[config.mk]
export PLATFORM = sky130hd
export DESIGN_NAME = wdt_guard
export DESIGN_NICKNAME = d
export VERILOG_FILES = /design/src/rtl/wdt_guard_pkg.sv /design/src/rtl/wdt_tick_sync.sv /design/src/rtl/wdt_count.sv /design/src/rtl/wdt_cfg.sv /design/src/rtl/wdt_guard.sv
export SDC_FILE = /design/constraint.sdc
export NUM_CORES = 1
export LEC_CHECK = 0
export BUFFER_PORTS_ARGS = -buffer_cell sky130_fd_sc_hd__buf_4
export CORE_ASPECT_RATIO = 0.9
export CORE_UTILIZATION = 48
export DETAILED_ROUTE_END_ITERATION = 16
export PLACE_DENSITY = 0.78
export SLEW_MARGIN = 20
export SYNTH_ARGS = -nofsm -noshare
export SYNTH_HDL_FRONTEND = slang
export SYNTH_HIERARCHICAL = 1
export SYNTH_SLANG_ARGS = --single-unit
[constraint.sdc]
create_clock -name clk_i -period 3 [get_ports clk_i]
set_input_delay 0.6 -clock clk_i [delete_from_list [all_inputs] [get_ports clk_i]]
set_output_delay 0.6 -clock clk_i [all_outputs]
set_load 0.02 [all_outputs]
[src/rtl/wdt_guard_pkg.sv]
package wdt_guard_pkg;
  localparam int PS_MAX = 9;

  typedef struct packed {
    logic [3:0] ps;
    logic       unlock;
    logic       flag;
    logic       ie;
    logic       run;
  } wdt_reg_t;
endpackage

[src/rtl/wdt_tick_sync.sv]
module wdt_tick_sync #(
  parameter int STAGES = 2
) (
  input  logic clk_i,
  input  logic rst_ni,
  input  logic tick_i,
  output logic rise_o
);
  logic [STAGES-1:0] chain_q;
  logic              last_q;

  for (genvar g = 0; g < STAGES; g++) begin : g_stage
    always_ff @(posedge clk_i or negedge rst_ni) begin
      if (!rst_ni) chain_q[g] <= 1'b0;
      else if (g == 0) chain_q[g] <= tick_i;
      else chain_q[g] <= chain_q[(g > 0) ? g-1 : 0];
    end
  end

  always_ff @(posedge clk_i or negedge rst_ni) begin
    if (!rst_ni) last_q <= 1'b0;
    else last_q <= chain_q[STAGES-1];
  end

  assign rise_o = chain_q[STAGES-1] & ~last_q;
endmodule

[src/rtl/wdt_count.sv]
module wdt_count
  import wdt_guard_pkg::*;
#(
  parameter int BASE_LOG2 = 11
) (
  input  logic       clk_i,
  input  logic       rst_ni,
  input  logic       active_i,
  input  logic       clr_i,
  input  logic       rise_i,
  input  logic [3:0] ps_i,
  output logic       tmo_o
);
  localparam int CW = BASE_LOG2 + PS_MAX + 1;

  logic [CW-1:0] cnt_q;
  logic [CW-1:0] last_v;
  logic [3:0]    eff;

  always_comb begin
    eff    = (int'(ps_i) > PS_MAX) ? 4'(PS_MAX) : ps_i;
    last_v = (CW'(1) << (BASE_LOG2 + int'(eff))) - CW'(1);
  end

  assign tmo_o = active_i & rise_i & ~clr_i & (cnt_q == last_v);

  always_ff @(posedge clk_i or negedge rst_ni) begin
    if (!rst_ni) cnt_q <= '0;
    else if (clr_i || !active_i) cnt_q <= '0;
    else if (rise_i) cnt_q <= tmo_o ? '0 : cnt_q + CW'(1);
  end
endmodule

[src/rtl/wdt_cfg.sv]
module wdt_cfg
  import wdt_guard_pkg::*;
#(
  parameter int WIN_CYCLES = 4
) (
  input  logic       clk_i,
  input  logic       rst_ni,
  input  logic       wr_en_i,
  input  logic [7:0] wr_data_i,
  input  logic       irq_ack_i,
  input  logic       cause_clr_i,
  input  logic       tmo_i,
  output logic [7:0] regs_o,
  output logic       accept_o,
  output logic       active_o,
  output logic       irq_o,
  output logic       sys_rst_o,
  output logic       cause_o
);
  localparam int WW = $clog2(WIN_CYCLES + 1);

  wdt_reg_t      wd;
  logic          run_q, ie_q, flag_q, cause_q, pulse_q;
  logic [3:0]    ps_q;
  logic [WW-1:0] win_q;
  logic          open_w, opener_w, tmo_irq, tmo_rst;

  assign wd       = wr_data_i;
  assign open_w   = (win_q != '0);
  assign accept_o = wr_en_i & open_w;
  assign opener_w = wr_en_i & ~open_w & wd.unlock & wd.run;
  assign tmo_irq  = tmo_i & ie_q;
  assign tmo_rst  = tmo_i & ~ie_q;

  always_ff @(posedge clk_i or negedge rst_ni) begin
    if (!rst_ni) begin
      win_q   <= '0;
      run_q   <= 1'b0;
      ie_q    <= 1'b0;
      flag_q  <= 1'b0;
      cause_q <= 1'b0;
      pulse_q <= 1'b0;
      ps_q    <= '0;
    end else begin
      if (accept_o) win_q <= '0;
      else if (opener_w) win_q <= WW'(WIN_CYCLES);
      else if (open_w) win_q <= win_q - WW'(1);

      if (tmo_rst) run_q <= 1'b1;
      else if (accept_o) run_q <= wd.run | cause_q;
      else if (wr_en_i && wd.run) run_q <= 1'b1;

      // combined mode: hardware drops the enable so the next time-out resets
      if (tmo_irq && run_q) ie_q <= 1'b0;
      else if (wr_en_i) ie_q <= wd.ie;

      if (accept_o) ps_q <= wd.ps;

      if (tmo_irq) flag_q <= 1'b1;
      else if (irq_ack_i || (wr_en_i && wd.flag)) flag_q <= 1'b0;

      if (tmo_rst) cause_q <= 1'b1;
      else if (cause_clr_i) cause_q <= 1'b0;

      pulse_q <= tmo_rst;
    end
  end

  assign regs_o    = {ps_q, open_w, flag_q, ie_q, run_q};
  assign active_o  = run_q | ie_q;
  assign irq_o     = flag_q;
  assign sys_rst_o = pulse_q;
  assign cause_o   = cause_q;
endmodule

[src/rtl/wdt_guard.sv]
module wdt_guard #(
  parameter int BASE_LOG2   = 11,
  parameter int WIN_CYCLES  = 4,
  parameter int SYNC_STAGES = 2
) (
  input  logic       clk_i,
  input  logic       rst_ni,
  input  logic       tick_i,
  input  logic       kick_i,
  input  logic       wr_en_i,
  input  logic [7:0] wr_data_i,
  input  logic       irq_ack_i,
  input  logic       cause_clr_i,
  output logic [7:0] rd_data_o,
  output logic       irq_o,
  output logic       sys_rst_o,
  output logic       cause_o
);
  logic       rise, tmo, accept, active;
  logic [7:0] regs;

  wdt_tick_sync #(.STAGES(SYNC_STAGES)) u_sync (
    .clk_i (clk_i),
    .rst_ni(rst_ni),
    .tick_i(tick_i),
    .rise_o(rise)
  );

  wdt_count #(.BASE_LOG2(BASE_LOG2)) u_count (
    .clk_i   (clk_i),
    .rst_ni  (rst_ni),
    .active_i(active),
    .clr_i   (kick_i | accept),
    .rise_i  (rise),
    .ps_i    (regs[7:4]),
    .tmo_o   (tmo)
  );

  wdt_cfg #(.WIN_CYCLES(WIN_CYCLES)) u_cfg (
    .clk_i      (clk_i),
    .rst_ni     (rst_ni),
    .wr_en_i    (wr_en_i),
    .wr_data_i  (wr_data_i),
    .irq_ack_i  (irq_ack_i),
    .cause_clr_i(cause_clr_i),
    .tmo_i      (tmo),
    .regs_o     (regs),
    .accept_o   (accept),
    .active_o   (active),
    .irq_o      (irq_o),
    .sys_rst_o  (sys_rst_o),
    .cause_o    (cause_o)
  );

  assign rd_data_o = regs;
endmodule

==> results_dict.tcl <==
set metrics [dict create \
    status "completed" \
    reg2reg_from "u_cfg/ps_q[3]" \
    post-cts-setup-buffers 0 \
    grt_max_degree 37 \
    start_util_pct 51.2 \
    syn_area_per_cell_um2 9.56 \
    slowest_stage "dfrtp_1" \
    synth_top_area_share_pct 38.5 \
    antenna_found_initial 0 \
    crit_path_end_kind "register" \
    nets 280 \
    crit_required_ps 3190 \
    reg2reg_to "u_cfg/run_q" \
    h-tree-depth 2 \
    die_y_um 68.3 \
    fmax_mhz 413 \
    post-dp-hpwl_mm 3.31 \
    synth_warnings 6 \
    synthTopCellsByArea "dfrtp_1, a211oi_1, xnor2_1" \
    place.gp.congestion 0.815 \
    leakagePower_nw 1.05 \
    tritoncts "yes" \
    grt_pass1_vias 1771 \
    path_class "register to register" \
    track_usage_pct 21.7 \
    routedWlPerCell_um 15.1 \
    r2r_slack_ps 580 \
    powerDensity_nw_per_um2 653 \
    synthCells 245 \
    die-width_um 75.6 \
    ctsResizeCount 0 \
    portBuffers 25 \
    slew_violations 0 \
    areaGrowthSynthToFinish_pct 11.1 \
    worstHoldPathType "primary input to asynchronous set/reset pin" \
    finalCriticalPeriod_ps 2420 \
    finalCritPeriodShare_pct 80.6 \
    numCtsBuffers 5 \
    yosys-top-cells-count "dfrtp_1, nand2_1, inv_1, nor2_1, a211oi_1" \
    hold_buffers 0 \
    max_slew_margin_pct 64.3 \
    clkTransAtPathRegs_ps 70 \
    clock_path_buffers 2 \
    tns_ps 0 \
    core.rowCount 23 \
    first_pass_iters 4 \
    io_pins 26 \
    cp_cell_sequence "a2111oi_0, a2bb2oi_1, nand4_4, nor4_1, nand2b_1, o31ai_1" \
    final_hold_viol_count 0 \
    grt_setup_unrepaired "false" \
    place_ws_ps 608 \
    cap_viol_max_count 0 \
    critPathMaxFanout 19 \
    vias_per_cell 5.93 \
    synth_area_um2 2340 \
    synth_area_leader_cell "dfrtp_1" \
    yosysMostFrequentCell "dfrtp_1" \
    num_antenna_cells 0 \
    rr_worst_depth 6 \
    setup_viol 0 \
    antenna_left 0 \
    layout.cells.non_filler 323 \
    drcViolationCount 0 \
    core-area_um2 4580 \
    grt_pass1_wl_mm 8.29 \
    max_stage_delay_ps 580 \
    synth_seq_area_share_pct 38.5 \
    critPathLaunchType "register" \
    first_iter_violations 196 \
    die_area_um2 5160 \
    setup_ws_ps 581 \
    final.setup_skew_ps 6.47 \
    synth-edff-count 0 \
    ys_ff_latch 36 \
    synth.distinct_cells 64 \
    dp_cells 316 \
    final_layout_size_suffix_gt1_share_pct 21.1 \
    p_total_mw 1.70 \
    dr_total_vias 1915 \
    cts.sinks 36 \
    cts_root_buffer "clkbuf_8" \
    irDropWorstVdd_mv 0.442 \
    worstPathArrival_ps 2610 \
    synth_ff_type "dfrtp_1" \
    clk_latency_ps 290 \
    tightest_slew_ps 535 \
    grt_overflow 0 \
    async_flop_share_pct 100 \
    routed_wl_mm 4.88 \
]
## cells in the final DEF, fill, tap and decap left out, types with 3 or more instances in the layout
cell / count
nand2b_1: 3
o31ai_1: 3
a211oi_1: 12
xor2_1: 7
nand3_1: 10
nand2_1: 19
o21ai_0: 6
nor3_1: 6
nand4_1: 5
buf_4: 28
ha_1: 4
mux2_4: 4
a31oi_1: 4
clkbuf_8: 7
nor2_1: 13
a21oi_1: 8
o211ai_1: 5
inv_1: 13
xnor2_1: 10
dfrtp_1: 36
and3_1: 5
## cells by family (layout without fill, tap and decap cells)
family          after synthesis  in the layout  synth area share (%)
xor+xnor                     17             17                  6.36
mux                           6              6                  3.47
other cells                   1              2                 0.160
fa+ha+maj                     4              4                  2.14
simple gates                 86             86                  22.2
compound gates               61             61                  19.4
flops                        36             36                  38.5
buf+inv                      34             49                  7.80
## stage by stage
| stage | area (um2) | util (%) | hold slack, ps |
|---|---|---|---|
| 2_1_floorplan | 2340 | - | 304 |
| 3_3_place_gp | 2500 | 54.7 | 334 |
| 3_5_place_dp | 2500 | 54.7 | 341 |
| 4_1_cts | 2600 | 56.8 | 284 |
| 5_1_grt | 2600 | 56.8 | 296 |
| 6_report | 2600 | 56.8 | 249 |
## power by group
part	switching, mW	leakage [nW]	total (mW)	internal, mW
Clock	0.169	0.0503	0.373	0.204
Combinational	0.333	0.522	0.635	0.302
Sequential	0.148	0.478	0.691	0.543
## sequential cells by signal, summed over array words and instances (netlist names)
| name | count |
|---|---|
| u_sync/last_q | 1 |
| u_cfg/run_q | 1 |
| u_cfg/cause_o | 1 |
| u_cfg/win_q | 3 |
| u_cfg/irq_o | 1 |
| u_cfg/sys_rst_o | 1 |
| u_cfg/ie_q | 1 |
| u_sync/chain_q | 2 |
| u_cfg/ps_q | 4 |
| u_count/cnt_q | 21 |
## worst max-delay path: cells and delay by family, from the launching register on
| family | cells | cell delay (ps) |
|---|---|---|
| DFF | 1 | 580 |
| AOI/OAI and AO/OA | 3 | 860 |
| and+or+nand+nor | 3 | 880 |
## cell type report
cell class | count | area, um2
Clock buffer | 7 | 96.3
Inverter | 14 | 55.1
Tap cell | 62 | 77.6
Multi-Input combinational cell | 176 | 1260
Timing Repair Buffer | 28 | 210
Sequential cell | 36 | 901
Fill cell | 407 | 1970
## per-layer routing
metal  track usage, %  wire length (um)  vias to the layer above
li1                 -                 -                      923
met1             30.2              2410                      944
met2             34.2              2210                       43
met3             5.30               212                        5
met4             4.86                46                        0
met5                0                 0                        -
## worst max-delay path by stage
stage	slack [ps]	end	start
6_report	580	u_cfg/run_q	u_cfg/ps_q[3]
5_1_grt	300	u_cfg/run_q	u_cfg/ps_q[1]
4_1_cts	600	u_cfg/run_q	u_cfg/ps_q[3]
3_5_place_dp	610	u_cfg/run_q	u_cfg/ps_q[3]
3_3_place_gp	670	u_cfg/run_q	u_cfg/ps_q[3]
2_1_floorplan	710	u_cfg/run_q	u_cfg/ps_q[3]
No activity file was read; power rests on OpenSTA's default activity.
